--- src/rtl/mlpwm_pkg.sv ---
package mlpwm_pkg;

    typedef enum logic [1:0] {
        DISP_INPHASE   = 2'd0,
        DISP_HALVES    = 2'd1,
        DISP_ALTERNATE = 2'd2,
        DISP_SPARE     = 2'd3
    } disp_e;

    // Decide whether band idx sees the mirrored counter (half-period shift).
    function automatic logic band_mirrored(input disp_e mode, input int idx, input int nbands);
        logic mir;
        case (mode)
            DISP_HALVES:    mir = ((2 * idx + 2) <= nbands);
            DISP_ALTERNATE: mir = (idx % 2) == 1;
            default:        mir = 1'b0;
        endcase
        return mir;
    endfunction

endpackage

--- src/rtl/mlpwm_tri_counter.sv ---
module mlpwm_tri_counter #(
    parameter int CNT_W = 8
) (
    input  logic             clk,
    input  logic             rst,
    input  logic [CNT_W-1:0] half_period,
    input  logic [CNT_W:0]   phase_off,
    output logic [CNT_W-1:0] tri_val
);

    logic           going_up;
    logic [CNT_W:0] peak_ext;
    logic [CNT_W:0] two_peak;
    logic [CNT_W:0] inc_ext;

    always_comb begin
        peak_ext = {1'b0, half_period};
        two_peak = {half_period, 1'b0};
        inc_ext  = {1'b0, tri_val} + 1'b1;
    end

    always_ff @(posedge clk) begin
        if (rst) begin
            // phase preload
            if (phase_off < peak_ext) begin
                tri_val  <= phase_off[CNT_W-1:0];
                going_up <= 1'b1;
            end else if (phase_off < two_peak) begin
                tri_val  <= CNT_W'(two_peak - phase_off);
                going_up <= 1'b0;
            end else begin
                tri_val  <= '0;
                going_up <= 1'b1;
            end
        end else if (going_up) begin
            if (inc_ext >= peak_ext) begin
                tri_val  <= half_period;
                going_up <= 1'b0;
            end else begin
                tri_val  <= inc_ext[CNT_W-1:0];
            end
        end else begin
            if (tri_val > half_period) begin
                tri_val  <= half_period;
            end else if (tri_val <= CNT_W'(1)) begin
                tri_val  <= '0;
                going_up <= 1'b1;
            end else begin
                tri_val  <= tri_val - 1'b1;
            end
        end
    end

    p_tri_bound_r2: assert property (@(posedge clk) disable iff (rst)
        $stable(half_period) |-> (tri_val <= half_period));

    p_tri_step_r2: assert property (@(posedge clk) disable iff (rst)
        (!$past(rst) && $stable(half_period) && ($past(tri_val) > 0) && ($past(tri_val) < half_period))
        |-> ((tri_val == $past(tri_val) + 1'b1) || (tri_val + 1'b1 == $past(tri_val))));

endmodule

--- src/rtl/mlpwm_band_cmp.sv ---
module mlpwm_band_cmp
    import mlpwm_pkg::*;
#(
    parameter int CNT_W  = 8,
    parameter int REF_W  = 12,
    parameter int CMP_W  = 16,
    parameter int NBANDS = 4,
    parameter int IDX    = 0
) (
    input  logic                    [CNT_W-1:0] half_period,
    input  logic                    [CNT_W-1:0] tri_val,
    input  disp_e                               disp_mode,
    input  logic signed             [REF_W-1:0] ref_in,
    output logic                                above
);

    localparam int BASE_MUL = 2 * IDX - NBANDS;

    logic               mirror;
    logic signed [CMP_W-1:0] peak_s;
    logic signed [CMP_W-1:0] tri_s;
    logic signed [CMP_W-1:0] pos_s;
    logic signed [CMP_W-1:0] carrier_s;
    logic signed [CMP_W-1:0] ref_s;

    always_comb begin
        mirror    = band_mirrored(disp_mode, IDX, NBANDS);
        peak_s    = signed'(CMP_W'(half_period));
        tri_s     = signed'(CMP_W'(tri_val));
        pos_s     = mirror ? (peak_s - tri_s) : tri_s;
        // band base plus twice the in-band position
        carrier_s = CMP_W'(BASE_MUL) * peak_s + (pos_s <<< 1);
        ref_s     = CMP_W'(ref_in);
        // strict comparison
        above     = ref_s > carrier_s;
    end

endmodule

--- src/rtl/mlpwm_leg.sv ---
module mlpwm_leg
    import mlpwm_pkg::*;
#(
    parameter int LEVELS = 5,
    parameter int CNT_W  = 8,
    parameter int REF_W  = 12
) (
    input  logic                                  clk,
    input  logic                                  rst,
    input  logic signed [REF_W-1:0]               ref_in,
    input  logic        [CNT_W:0]                 phase_off,
    input  logic        [1:0]                     disp_mode,
    input  logic        [CNT_W-1:0]               half_period,
    output logic        [LEVELS-2:0]              gate_on,
    output logic        [LEVELS-2:0]              gate_off,
    output logic        [$clog2(LEVELS)-1:0]      level
);

    localparam int NBANDS = LEVELS - 1;
    localparam int LVL_W  = $clog2(LEVELS);
    localparam int CAR_W  = CNT_W + $clog2(NBANDS + 1) + 2;
    localparam int CMP_W  = ((REF_W > CAR_W) ? REF_W : CAR_W) + 1;

    disp_e              mode_e;
    logic [CNT_W-1:0]   tri_val;
    logic [NBANDS-1:0]  cmp_bits;
    logic [LVL_W-1:0]   lvl_next;

    assign mode_e = disp_e'(disp_mode);

    mlpwm_tri_counter #(.CNT_W(CNT_W)) u_tri (
        .clk        (clk),
        .rst        (rst),
        .half_period(half_period),
        .phase_off  (phase_off),
        .tri_val    (tri_val)
    );

    for (genvar k = 0; k < NBANDS; k++) begin : g_band
        mlpwm_band_cmp #(
            .CNT_W (CNT_W),
            .REF_W (REF_W),
            .CMP_W (CMP_W),
            .NBANDS(NBANDS),
            .IDX   (k)
        ) u_cmp (
            .half_period(half_period),
            .tri_val    (tri_val),
            .disp_mode  (mode_e),
            .ref_in     (ref_in),
            .above      (cmp_bits[k])
        );
    end

    always_comb begin
        lvl_next = '0;
        for (int k = 0; k < NBANDS; k++) begin
            lvl_next = lvl_next + LVL_W'(cmp_bits[k]);
        end
    end

    // All levels update on the same edge.
    always_ff @(posedge clk) begin
        if (rst) begin
            gate_on  <= '0;
            gate_off <= '1;
            level    <= '0;
        end else begin
            gate_on  <= cmp_bits;
            gate_off <= ~cmp_bits;
            level    <= lvl_next;
        end
    end

    logic signed [CMP_W-1:0] ref_chk;
    logic signed [CMP_W-1:0] stack_top;
    assign ref_chk   = CMP_W'(ref_in);
    assign stack_top = CMP_W'(NBANDS) * signed'(CMP_W'(half_period));

    p_complement_r9: assert property (@(posedge clk) disable iff (rst)
        gate_off == ~gate_on);

    p_level_count_r10: assert property (@(posedge clk) disable iff (rst)
        level == LVL_W'($countones(gate_on)));

    p_thermo_inphase_r5: assert property (@(posedge clk) disable iff (rst)
        (((disp_mode == 2'd0) || (disp_mode == 2'd3)) && $stable(half_period))
        |=> ((gate_on & (gate_on + 1'b1)) == '0));

    p_sat_high_r11: assert property (@(posedge clk) disable iff (rst)
        ($stable(half_period) && (ref_chk > stack_top)) |=> (&gate_on));

    p_sat_low_r11: assert property (@(posedge clk) disable iff (rst)
        ($stable(half_period) && (ref_chk <= -stack_top)) |=> (gate_on == '0));

endmodule

--- config.mk ---
export PLATFORM = sky130hd
export DESIGN_NAME = mlpwm_leg
export DESIGN_NICKNAME = d
export VERILOG_FILES = /design/src/rtl/mlpwm_pkg.sv /design/src/rtl/mlpwm_tri_counter.sv /design/src/rtl/mlpwm_band_cmp.sv /design/src/rtl/mlpwm_leg.sv
export SDC_FILE = /design/constraint.sdc
export NUM_CORES = 1
export LEC_CHECK = 0
export BUFFER_PORTS_ARGS = -buffer_cell sky130_fd_sc_hd__buf_2
export CAP_MARGIN = 30
export CORE_MARGIN = 4
export CORE_UTILIZATION = 55
export CTS_CLUSTER_SIZE = 30
export DETAILED_ROUTE_END_ITERATION = 7
export PLACE_DENSITY = 0.85
export SKIP_LAST_GASP = 1
export SYNTH_ARGS = -nofsm -noshare
export SYNTH_HDL_FRONTEND = slang
export SYNTH_HIERARCHICAL = 1
export SYNTH_SLANG_ARGS = --single-unit
--- constraint.sdc ---
create_clock -name clk -period 6.7 [get_ports clk]
set_clock_uncertainty 0.15 [all_clocks]
set_input_delay 1.34 -clock clk [delete_from_list [all_inputs] [get_ports clk]]
set_output_delay 1.34 -clock clk [all_outputs]
set_load 0.03 [all_outputs]
==> summary.txt, run 1 <==
CLOCKING
-------------------------------------------------------------------------------------
CTS sink count                                                                     20
TritonCTS Buffers                                                                   3
Number of buffers inserted for hold repair after clock tree synthesis               0
Deepest level of the CTS H-tree                                                     1
CTS tree                                                                         done
Bufs on Longest Clock Path                                                          2
Clock root cell                                                             clkbuf_16
Clock latency of the later-clocked register in the worst-skew pair            0.26 ns
Clock-pin transition on the worst setup and hold timing paths                 0.06 ns

SYNTH
-------------------------------------------------------------------------------------
Synthesized net count                                                            1013
Count of warnings emitted by yosys                                                  6
Netlist area before placement                                            0.00642 sq mm
Portion of the post-synthesis area used by sequential elements                  6.23%
Total of flip-flops plus latches after synthesis                                   20
Average size of a mapped cell                                              7.81 sq um
Netlist cell types                                                                 79
Number of enable flip-flop cells after synthesis                                    0
Async S/R FF share, synth                                                          0%
Synth Instances                                                                   823
Most used DFF post-synth                                                      dfxtp_1

DETAILED ROUTING
-------------------------------------------------------------------------------------
Final WL                                                                      19.5 mm
Initial detailed-routing violation count                                          600
Vias per std cell                                                                6.34
DRT Pass-1 Iters                                                                    6
Final antenna-violating net count                                                   0
Number of design rule violations left after detail routing                          0
Vias                                                                             6884
Final routed wire length divided by cell count                                18.0 um

FLOORPLANNING
-------------------------------------------------------------------------------------
Chip Height                                                                    116 um
Starting density of the core                                                    56.3%
Total I/O pin count                                                                44
Placeable core area                                                      0.0114 sq mm
Full die area                                                            0.0135 sq mm
Die boundary width                                                             116 um
Site Rows                                                                          39

GLOBAL ROUTE
-------------------------------------------------------------------------------------
Fraction of met2 tracks used by global routing                                  48.9%
Gr ovfl total                                                                       0
Largest net degree at the start of global routing                                  28
Antenna violations before repair                                                    0
Met1 Resource Use GR                                                            34.1%
First-pass GRT wire length                                                    30.6 mm
Via count of the first global-routing pass                                       6624
Overall routing resource usage                                                  27.7%
Met3 track demand over resource                                                 3.13%
Most used routing layer in global routing                                        met2

CELLS AND AREA
-------------------------------------------------------------------------------------
Most frequent standard cell in the layout excluding fill and tap cells           ha_1
Design Area, Final                                                       0.00769 sq mm
Fill cell instance count of the final layout                                      889
Share of post-route cells with drive strength above 1                           21.3%
Post-layout nets                                                                 1134
Most frequent cells in the layout                                        143 x ha_1, 83 x buf_4, 76 x inv_1
Layout-stage area growth over the synthesis result                              19.7%
Count of inserted antenna diode cells                                               0

TIMING
-------------------------------------------------------------------------------------
Timing-limited maximum frequency                                            0.149 GHz
Number of hold violations in the final report                                       0
Setup repair after global routing missed its margin                               yes
Final setup violation count                                                         0
Worst-margin pin slew                                                        0.678 ns
Min Clock Period, post-route                                                  6.69 ns
Final Max Slew Viols                                                                0
PnR worst setup slack                                                      0.00914 ns
Final period util                                                               99.9%
Slew HR                                                                         54.6%

OUTCOME
-------------------------------------------------------------------------------------
Run status                                                                  completed

SETUP PATH
-------------------------------------------------------------------------------------
Logic depth of the worst register-to-register path                                 26
Crit path launch type                                                    primary input
Critical Path Source                                                     half_period[1]
WP data arrival                                                               6.67 ns
Type of the worst setup path                                             primary input to register
Setup crit end kind                                                          register
CP Data Required Time                                                         6.67 ns
Crit-path max FO                                                                    7
R2R Path Start                                                           u_tri/tri_val[1]

MIN PATH
-------------------------------------------------------------------------------------
Worst Hold Class                                                         register to register
Worst min-delay path startpoint                                          u_tri/going_up
Min-Delay Path Depth                                                                2

PLACED DESIGN
-------------------------------------------------------------------------------------
Sum of net half-perimeters after detailed placement                           14.6 mm
Post-placement setup slack                                                  -0.348 ns
Final weighted congestion of routability-driven global placement                 1.01
Number of input and output port buffers inserted                                   43
Area after DPL                                                           0.00733 sq mm

POWER AND IR DROP
-------------------------------------------------------------------------------------
Total power divided by cell area                                          387 mW/mm^2
Leakage power total                                                           3.70 nW
Maximum ir drop on the vdd rail                                                250 uV

FLOW RUN
-------------------------------------------------------------------------------------
Maximum capacitance violations                                                      0

==> area by class of cell <==
type	count	area (sq um)	area share [%]
Inverter	80	308	4.00
Sequential cell	20	400	5.21
Multi-Input combinational cell	711	5830	75.9
Tap cell	143	179	2.33
Clock buffer	4	88.8	1.16
Timing Repair Buffer	128	880	11.4
==> cells in the mapped netlist (5+ instances only) <==
| master | number | area [sq um] |
|---|---|---|
| o21bai_1 | 7 | 52.6 |
| a21o_1 | 17 | 128 |
| o21a_1 | 17 | 128 |
| nand2b_1 | 23 | 144 |
| dfxtp_1 | 20 | 400 |
| xnor2_1 | 28 | 245 |
| a211oi_1 | 6 | 45.0 |
| nand3b_1 | 8 | 60.1 |
| nor4_1 | 11 | 68.8 |
| xor2_1 | 32 | 280 |
| nand3_1 | 26 | 130 |
| and3_1 | 7 | 43.8 |
| o211ai_1 | 8 | 60.1 |
| nand2_1 | 55 | 206 |
| inv_1 | 80 | 300 |
| nor2_1 | 43 | 161 |
| a21oi_1 | 54 | 270 |
| or3_1 | 5 | 31.3 |
| nor2b_1 | 22 | 138 |
| nor3_1 | 23 | 115 |
| ha_1 | 149 | 1860 |
| o21ai_0 | 32 | 160 |
| nor3b_1 | 8 | 60.1 |
| clkbuf_1 | 5 | 18.8 |
| nand4_1 | 9 | 56.3 |
| o31ai_1 | 8 | 60.1 |
| fa_1 | 8 | 160 |
| o21ai_1 | 6 | 30.0 |
==> report_power, final <==
group          internal (mW)  switching [mW]
combinational           1.22            1.42
clock                 0.0911          0.0487
sequential             0.161          0.0399
==> layer usage <==
layer	up-vias	share of wire, %
met5	-	0
met4	0	4.3
met3	86	7.8
met2	330	48
met1	3204	40
li1	3264	-
==> timing repair <==
item	CTS	global route
setup buffers	1	6
pin swaps	0	37
resized for setup	4	56
endpoints found under the setup margin	2	3
cloned	0	0
==> metrics by stage <==
stage	setup TNS, ns	hold WS, ns	cells	util [%]	power [mW]
finish	0	0.526	1086	67.3	2.98
detailed placement	-0.793	0.490	1075	64.2	2.53
CTS	0	0.498	1080	65.1	2.73
global route	-0.393	0.526	1086	67.3	3.28
floorplan	0	0.419	823	-	1.87
global placement	-0.206	0.491	1075	64.2	2.45
==> registers in the layout, summed over array words and instances (netlist names) <==
signal,cells
gate_off,4
u_tri/tri_val,8
u_tri/going_up,1
level,3
gate_on,4
==> worst paths after layout <==
path	end	slack, ns
worst max-delay path	level[1]	0.009
worst min-delay path	u_tri/tri_val[5]	0.53
worst max register to register	level[1]	0.63
worst min register to register	u_tri/tri_val[5]	0.53
==> logic make-up (layout without fill, tap and decap cells) <==
family	Yosys count	count (layout)	synth area share, %
buffers and inverters	92	212	5.80
DFF	20	20	6.23
AOI/OAI and AO/OA	226	226	25.5
xor gates and xnor gates	60	60	8.18
muxes	4	4	0.643
adders and majority gates	157	157	31.5
and+or+nand+nor	264	264	22.1
==> worst max-delay path: stages <==
cell	delay, ns
buf_2	0.16
ha_1	0.30
nor2b_1	0.14
o21ai_2	0.14
a21oi_1	0.11
o21a_1	0.20
o21a_1	0.18
o31ai_2	0.23
ha_1	0.30
nand3_1	0.14
nor2_1	0.08
o31a_1	0.31
a41o_1	0.24
o41ai_4	0.30
xor2_1	0.11
ha_1	0.33
nand4_1	0.18
a211o_1	0.32
nand3_2	0.10
mux2i_2	0.25
inv_1	0.10
fa_1	0.56
inv_2	0.06
ha_4	0.16
ha_4	0.22
nor2b_4	0.11
Power figures use the tool's default switching activity.
==> inputs of run 2 (changes only) <==
CELL_PAD_IN_SITES_DETAIL_PLACEMENT = 1   (was not set)
CELL_PAD_IN_SITES_GLOBAL_PLACEMENT = 1   (was not set)
CORE_UTILIZATION = 43   (was 55)
PLACE_DENSITY = 0.88   (was 0.85)
==> run 2 against run 1 <==
Compared with the run above:
- the flow now finishes with violations (negative setup slack)
- fmax decreased by 3.5%
- largest cell class unchanged
- utilization decreased by 14 points
- worst setup slack got worse by 0.24 ns
- global-route usage increased by 1.2 points
- power increased by 11%
==> summary.txt, run 2 (synthesis results as in run 1) <==
CELLS AND AREA
-------------------------------------------------------------------------------------
Layout-stage area growth over the synthesis result                              21.5%
Fill cell instance count of the final layout                                     1770   +99%
Top flop regs                                                            u_tri/tri_val: 8 flops, gate_off: 4 flops, gate_on: 4 flops
Design Area, Final                                                       0.00780 sq mm   +1.5%
Multi-input gate area in the final layout                                0.00584 sq mm   about the same
Most frequent standard cell in the layout excluding fill and tap cells           ha_1
Post-layout nets                                                                 1144   +0.88%
Number of flip-flops under the largest register name                                8   unchanged
Count of inserted antenna diode cells                                               0   unchanged
Most frequent cells in the layout                                        145 x ha_1, 93 x buf_4, 76 x inv_1
Reg area                                                                    400 sq um   unchanged
Largest Register                                                         u_tri/tri_val
Share of post-route cells with drive strength above 1                           22.4%   +1.0 points

GLOBAL ROUTE
-------------------------------------------------------------------------------------
Overall routing resource usage                                                  29.0%   +1.2 points
Via count of the first global-routing pass                                       7727   +17%
Gr ovfl total                                                                       0   unchanged
Largest net degree at the start of global routing                                  28   unchanged
Antenna violations before repair                                                    0   unchanged
First-pass GRT wire length                                                    39.5 mm   +29%

SETUP PATH
-------------------------------------------------------------------------------------
Setup crit end kind                                                          register
WP data arrival                                                               6.92 ns   +0.25 ns
Crit path launch type                                                    primary input
Type of the worst setup path                                             primary input to register
CP Data Required Time                                                         6.69 ns   +0.02 ns
Crit-path max FO                                                                    3   -4

PLACED DESIGN
-------------------------------------------------------------------------------------
Sum of net half-perimeters after detailed placement                           18.7 mm   +28%
Area after DPL                                                           0.00744 sq mm   +1.5%
Final weighted congestion of routability-driven global placement                0.906   -10%
Number of input and output port buffers inserted                                   43   unchanged

TIMING
-------------------------------------------------------------------------------------
Setup repair after global routing missed its margin                               yes
Post-route worst hold slack                                                  0.636 ns   +0.111 ns
Slew HR                                                                         51.8%   -2.8 points
Min Clock Period, post-route                                                  6.93 ns   +0.241 ns
PnR worst setup slack                                                       -0.232 ns   -0.241 ns
Number of hold violations in the final report                                       0   unchanged
Final period util                                                                103%   +3.6 points
Final setup violation count                                                         3   +3
Worst-margin pin slew                                                        0.721 ns   +0.0422 ns
Setup TNS                                                                   -0.470 ns   -0.470 ns
Timing-limited maximum frequency                                            0.144 GHz   -3.5%
Final Max Slew Viols                                                                0   unchanged

OUTCOME
-------------------------------------------------------------------------------------
Violations in the final reports                                          negative setup slack
Run status                                                               complete, but fails checks

DETAILED ROUTING
-------------------------------------------------------------------------------------
DRT Pass-1 Iters                                                                    5   -1
Final WL                                                                      26.9 mm   +38%
Final routed wire length divided by cell count                                23.6 um   +31%
Number of design rule violations left after detail routing                          0   unchanged
Initial detailed-routing violation count                                          651   +8.5%
Vias per std cell                                                                6.50   +2.5%
Vias                                                                             7386   +7.3%
Final antenna-violating net count                                                   0   unchanged

POWER AND IR DROP
-------------------------------------------------------------------------------------
Sequential share of power                                                        6.0%   -0.7 points
Leakage power total                                                           3.76 nW   +1.6%
Maximum ir drop on the vdd rail                                                140 uV   -44%
Portion of total power attributed to combinational logic                        89.4%   +0.8 points
PnR Total Power                                                               3.31 mW   +11%
Total power divided by cell area                                          424 mW/mm^2   +9.5%
P_int                                                                         1.55 mW   +5.8%
Power dissipated by switching net loads                                       1.75 mW   +16%
Portion of total power attributed to the clock network                           4.6%   about the same
Net switching share of the total power                                          53.0%   +2.4 points

CLOCKING
-------------------------------------------------------------------------------------
Bufs on Longest Clock Path                                                          2   unchanged
TritonCTS Buffers                                                                   3   unchanged
Deepest level of the CTS H-tree                                                     1   unchanged
Clock latency of the later-clocked register in the worst-skew pair            0.27 ns   about the same
CTS sink count                                                                     20   unchanged
Clock root cell                                                             clkbuf_16
CTS tree                                                                         done
Clock-pin transition on the worst setup and hold timing paths                 0.07 ns   about the same

FLOORPLANNING
-------------------------------------------------------------------------------------
Placeable core area                                                      0.0146 sq mm   +28%
Total I/O pin count                                                                44   unchanged
Full die area                                                            0.0170 sq mm   +26%
Die boundary width                                                             130 um   +12%
Chip Height                                                                    130 um   +12%
Site Rows                                                                          44   +13%
Starting density of the core                                                    44.0%   -12 points

MIN PATH
-------------------------------------------------------------------------------------
Worst Hold Class                                                         register to register

FLOW RUN
-------------------------------------------------------------------------------------
Maximum capacitance violations                                                      0   unchanged

-- run 2: final timing paths --
check,slack (ns),depth (start not counted),startpoint,to
setup reg to reg,0.38,26,u_tri/tri_val[0],level[1]
setup / recovery,-0.23,28,half_period[0],level[1]
hold / removal,0.64,2,u_tri/going_up,u_tri/tri_val[5]
hold reg to reg,0.64,2,u_tri/going_up,u_tri/tri_val[5]
-- run 2: repair_timing --
action,4_1_cts,5_1_grt
endpoints found under the setup margin,3,3
setup buffers,2,7
pin swaps,7,23
resized for setup,18,37
gates cloned,0,0
hold buffers,0,0
-- run 2: power by group through the flow --
stage               Combinational (mW)  Clock [mW]  Sequential, mW
floorplan                         1.62           0           0.253
global placement                  2.32           0           0.192
detailed placement                2.48           0           0.195
CTS                               2.59       0.148           0.194
global route                      3.18       0.152           0.200
finish                            2.96       0.151           0.198
-- run 2: worst max-delay path, stage by stage --
cell and delay [ns]:
buf_6 0.10, buf_6 0.12, inv_4 0.07, ha_4 0.16, inv_4 0.04, fa_2 0.42
buf_4 0.16, xor2_1 0.20, nor2_1 0.10, a21oi_2 0.21, ha_1 0.28, a21oi_2 0.21
nor2_1 0.11, o31a_1 0.31, a41o_1 0.29, o41ai_4 0.35, xor2_1 0.13, ha_1 0.33
nand4_1 0.16, a211o_1 0.28, nand3_2 0.09, mux2i_2 0.26, inv_1 0.10, fa_1 0.53
inv_2 0.06, ha_4 0.17, ha_4 0.23, nor2b_4 0.12
-- run 2: cell type report --
type / instances / share of cell area [%]
flip-flops and latches: 20 / 5.13
well taps: 184 / 2.95
inverters: 80 / 3.91
clock buffers: 4 / 1.14
multi-input cells: 711 / 74.8
repair buffers: 138 / 12.1
-- run 2: per-layer routing --
metal  share of wire [%]  up-vias  track usage [%]
met5                   0        -                0
met4                 6.7        0             15.0
met3                 6.5      163             3.48
met2                  48      386             50.5
met1                  39     3560             34.8
li1                    -     3277                -
-- run 2: metrics by stage --
| stage | util (%) | instances | setup WS (ns) |
|---|---|---|---|
| 6_report | 53.5 | 1137 | -0.232 |
| 3_5_place_dp | 51.0 | 1124 | -0.475 |
| 3_3_place_gp | 51.0 | 1124 | -0.211 |
| 2_1_floorplan | - | 823 | 0.189 |
| 4_1_cts | 52.1 | 1130 | 0.000353 |
| 5_1_grt | 53.5 | 1137 | -0.360 |
